### src/rtl/ast_level_reg.sv
module ast_level_reg #(
  parameter int W         = 32,
  parameter int LVL_W     = 3,
  parameter int LIMIT     = 5,
  parameter int RESET_LVL = 4
) (
  input  logic             clk,
  input  logic             rst,
  input  logic [1:0]       mode,
  input  logic             wr_en,
  input  logic [W-1:0]     wr_src,
  input  logic             rd_en,
  output logic [W-1:0]     rd_data,
  output logic [LVL_W-1:0] level,
  output logic             fault,
  output logic             wr_ok
);

  localparam logic [W-1:0] NEG_LIMIT = '0 - W'(LIMIT);

  logic           mask_first, quiet, carry, reject;
  logic [W-1:0]   opnd;

  assign mask_first = (mode == 2'b01);
  assign quiet      = (mode == 2'b10);
  assign opnd       = mask_first ? W'(wr_src[LVL_W-1:0]) : wr_src;
  assign carry      = 1'(({1'b0, opnd} + {1'b0, NEG_LIMIT}) >> W);
  assign reject     = carry & ~quiet;

  always_ff @(posedge clk) begin
    if (rst) begin
      level   <= LVL_W'(RESET_LVL);
      rd_data <= W'(RESET_LVL);
      fault   <= 1'b0;
      wr_ok   <= 1'b0;
    end else begin
      fault <= wr_en & reject;
      wr_ok <= wr_en & ~reject;
      if (wr_en & ~reject) level <= wr_src[LVL_W-1:0];
      if (rd_en) rd_data <= W'(level);
    end
  end


  upper_zero_chk: assert property (@(posedge clk) disable iff (rst)
    rd_data[W-1:LVL_W] == '0);


  full_cmp_chk: assert property (@(posedge clk) disable iff (rst)
    (wr_en && (mode == 2'b00 || mode == 2'b11) && wr_src >= W'(LIMIT)) |=> fault);


  mask_cmp_chk: assert property (@(posedge clk) disable iff (rst)
    (wr_en && mode == 2'b01 && wr_src[LVL_W-1:0] < LVL_W'(LIMIT)) |=> wr_ok);


  quiet_chk: assert property (@(posedge clk) disable iff (rst)
    (wr_en && mode == 2'b10) |=> (wr_ok && !fault));


  fault_excl_chk: assert property (@(posedge clk) disable iff (rst)
    !(fault && wr_ok));


  fault_hold_chk: assert property (@(posedge clk) disable iff (rst)
    fault |-> $stable(level));


  accept_val_chk: assert property (@(posedge clk) disable iff (rst)
    (wr_en && !rst) |=> (wr_ok -> level == $past(wr_src[LVL_W-1:0])));


  idle_hold_chk: assert property (@(posedge clk) disable iff (rst)
    !wr_en |=> $stable(level));

endmodule

### config.mk
export PLATFORM = sky130hd
export DESIGN_NAME = ast_level_reg
export DESIGN_NICKNAME = d
export VERILOG_FILES = /design/src/rtl/ast_level_reg.sv
export SDC_FILE = /design/constraint.sdc
export NUM_CORES = 1
export LEC_CHECK = 0
export ABC_AREA = 1
export ABC_CLOCK_PERIOD_IN_PS = 1800
export BUFFER_PORTS_ARGS = -buffer_cell sky130_fd_sc_hd__buf_4
export CAP_MARGIN = 20
export CORE_MARGIN = 4
export CORE_UTILIZATION = 34
export CTS_CLUSTER_DIAMETER = 100
export DETAILED_ROUTE_END_ITERATION = 16
export PLACE_DENSITY = 0.9
export SETUP_SLACK_MARGIN = 0.4
export SLEW_MARGIN = 20
export SYNTH_ARGS = -nofsm -noshare
export SYNTH_HDL_FRONTEND = slang
export SYNTH_SLANG_ARGS = --single-unit
### constraint.sdc
create_clock -name clk -period 1.8 [get_ports clk]
set_clock_uncertainty 0.05 [all_clocks]
set_input_delay 0.54 -clock clk [delete_from_list [all_inputs] [get_ports clk]]
set_output_delay 0.54 -clock clk [all_outputs]
set_load 0.01 [all_outputs]
==> impl_metrics.py <==
metrics = {
    "status": {
        "status": "complete, no violations",
    },
    "setup_path": {
        "cp_top_family": "simple AND/OR/NAND/NOR gates",
        "crit_type": "in -> reg",
        "path_cells": "buf_8 > inv_12 > nand2_8 > o21ai_2 > nand2_1 > nor2_1 > nand2_1 > o21ai_4 > nand2_2 > nand2_1 > nand3_1",
        "cp.required_ps": 1880,
        "cp_slowest_cell": "o21ai_4",
        "cpPeakStageDelay_ps": 260,
        "worstPathMaxFanout": 7,
        "cp-start-kind": "primary input",
        "path_buf_inv": 2,
        "end_kind": "flop",
        "crit_top_cell": "nand2_1",
        "arrival_ps": 1580,
    },
    "timing": {
        "setup_viol": 0,
        "fmax_mhz": 666.3,
        "drv_slew": 0,
        "rsz0062_at_grt": "true",
        "fin_crit_sh_pct": 83.37,
        "hold_violations": 0,
        "hold_ws_ps": 407.7,
        "min_period_ps": 1501,
        "setup_ws_ps": 299.3,
    },
    "yosys": {
        "synth_top_cell_by_area": "buf_4",
        "synth_cell_types": 17,
        "synth.top_cell.area_share_pct": 31.75,
        "seq_area_frac_synth_pct": 23.36,
        "syn_area_per_cell_um2": 6.722,
        "synthesis.area_um2": 685.7,
        "ys_seq_elements": 8,
        "yosys-top-cells-area": "buf_4 32%, dfxtp_1 23%, nand2_1 8.8%",
        "syn_inst": 102,
        "yosysWarningCount": 0,
    },
    "clock_tree": {
        "clk_latency_ps": 240,
        "cts_hold_buf": 0,
        "cts-htree-levels": 1,
        "cts.sinks": 8,
        "cts_buffer_depth": 2,
        "clkSlewWorstSetupHoldPaths_ps": 50,
        "cts_made_buffers": 3,
        "clockRootBuffer": "clkbuf_4",
        "cts_tree": "done",
    },
    "global_routing": {
        "antenna_found_initial": 0,
        "grt_pass1_vias": 675,
        "grt_max_degree": 9,
        "grt.total_usage_pct": 12.48,
        "overflow": 0,
        "grt_pass1_wl_um": 2622,
    },
    "power_and_ir_drop": {
        "total_leakage_power_nw": 0.5561,
        "worst_ir_drop_vdd_uv": 239.7,
        "powerDensity_nw_per_um2": 484.3,
    },
    "die": {
        "die_w_um": 52.91,
        "die_h_um": 52.91,
        "core_area_um2": 1821,
        "rows": 15,
        "io_pins": 75,
        "dieArea_um2": 2799,
        "start_util_pct": 37.66,
    },
    "finish": {
        "nets": 189,
        "seq_area_um2": 160.2,
        "final_util_pct": 58.49,
        "drive_gt1_share_pct": 47.65,
        "layout_common_cells": "44 x buf_4, 29 x conb_1, 15 x nand2_1, 13 x o21ai_2, 12 x nor2_1",
        "nFillCells": 164,
        "final_common_cell": "buf_4",
        "antenna_cells": 0,
        "multi_input_area_um2": 470.5,
        "area_delta_synth_final_pct": 55.29,
    },
    "drt": {
        "ant_nets": 0,
        "drt-total-wl_um": 1899,
        "wl_per_cell_um": 10.91,
        "first_pass_iters": 4,
        "avgViaCountPerCell": 4.115,
        "vias": 716,
        "remaining_drc_errors": 0,
        "initialDrtViolationCount": 7,
    },
    "run": {
        "maxCapViolations": 0,
    },
    "placement": {
        "post-place-ws_ps": -20.12,
        "hpwl_um": 1525,
        "gp_congestion": 0.7844,
        "numPortBuffers": 45,
    },
    "worst_hold_path": {
        "hp-class": "in -> reg",
    },
}
[report_power, final]
group / internal, mW / leakage (nW) / total [mW] / switching (mW)
registers: 0.187 / 0.0658 / 0.192 / 0.00502
logic: 0.0946 / 0.476 / 0.196 / 0.102
clock network: 0.0756 / 0.0138 / 0.127 / 0.0516
total: 0.357 / 0.556 / 0.516 / 0.159
[layer usage]
metal / vias to the layer above / track usage, % / part of all wire, %
met4: 0 / 6.383 / 2.9
met2: 34 / 25.21 / 63
met1: 314 / 11.34 / 27
met3: 6 / 2.535 / 7.3
li1: 362 / - / -
met5: - / 0 / 0
[cells by family after synthesis]
family,after synthesis,synth area share [%]
buffers and inverters,36,36.68
and+or+nand+nor,37,22.63
AOI/OAI and AO/OA,20,16.79
DFF,8,23.36
other,1,0.5469
[flip-flops by register name, indices dropped and copies added, names as in the netlist]
name	cells
fault	1
level	3
rd_data	3
wr_ok	1
[final timing paths]
kind / startpoint / end / slack, ps / cells after the start
worst max register to register: rd_data[0]$_SDFFE_PP0P_ / rd_data[0]$_SDFFE_PP0P_ / 1100 / 2
worst min register to register: rd_data[2]$_SDFFE_PP1P_ / rd_data[2]$_SDFFE_PP1P_ / 410 / 2
worst max-delay path: mode[1] / level[2]$_SDFFE_PP1P_ / 300 / 11
worst min-delay path: rst / wr_ok$_SDFF_PP0_ / 410 / 2
[final cells by class]
class | instances | share of cell area [%]
Inverter | 6 | 3.290
Multi-Input combinational cell | 87 | 44.18
Timing Repair Buffer | 45 | 32.43
Tap cell | 25 | 2.938
Sequential cell | 8 | 15.04
Clock buffer | 3 | 2.115
[stage by stage]
stage / cell area [um^2] / TNS (ps) / total power [mW] / std cells
after floorplan: 808.3 / 0 / 0.3208 / 130
after global placement: 948.4 / 0 / 0.3561 / 170
after detailed placement: 948.4 / -20.12 / 0.3606 / 170
after CTS: 1016 / 0 / 0.5040 / 174
after global routing: 1065 / 0 / 0.5530 / 174
final: 1065 / 0 / 0.5157 / 174
[Yosys cell counts]
| cell type | n |
|---|---|
| a21oi_1 | 2 |
| buf_4 | 29 |
| buf_6 | 1 |
| conb_1 | 1 |
| dfxtp_1 | 8 |
| inv_1 | 5 |
| inv_2 | 1 |
| nand2_1 | 16 |
| nand2_2 | 2 |
| nand3_1 | 5 |
| nor2_1 | 12 |
| nor2_2 | 1 |
| o21ai_0 | 8 |
| o21ai_1 | 8 |
| o21ai_2 | 1 |
| o21ai_4 | 1 |
| or2_2 | 1 |
[repair_timing]
action,4_1_cts,5_1_grt
endpoints found under the hold margin,0,0
resized for setup,11,13
pin swaps,8,8
cloned,1,0
setup endpoints to repair,5,5
buffers inserted,0,0
(Power assumes the default switching activity.)
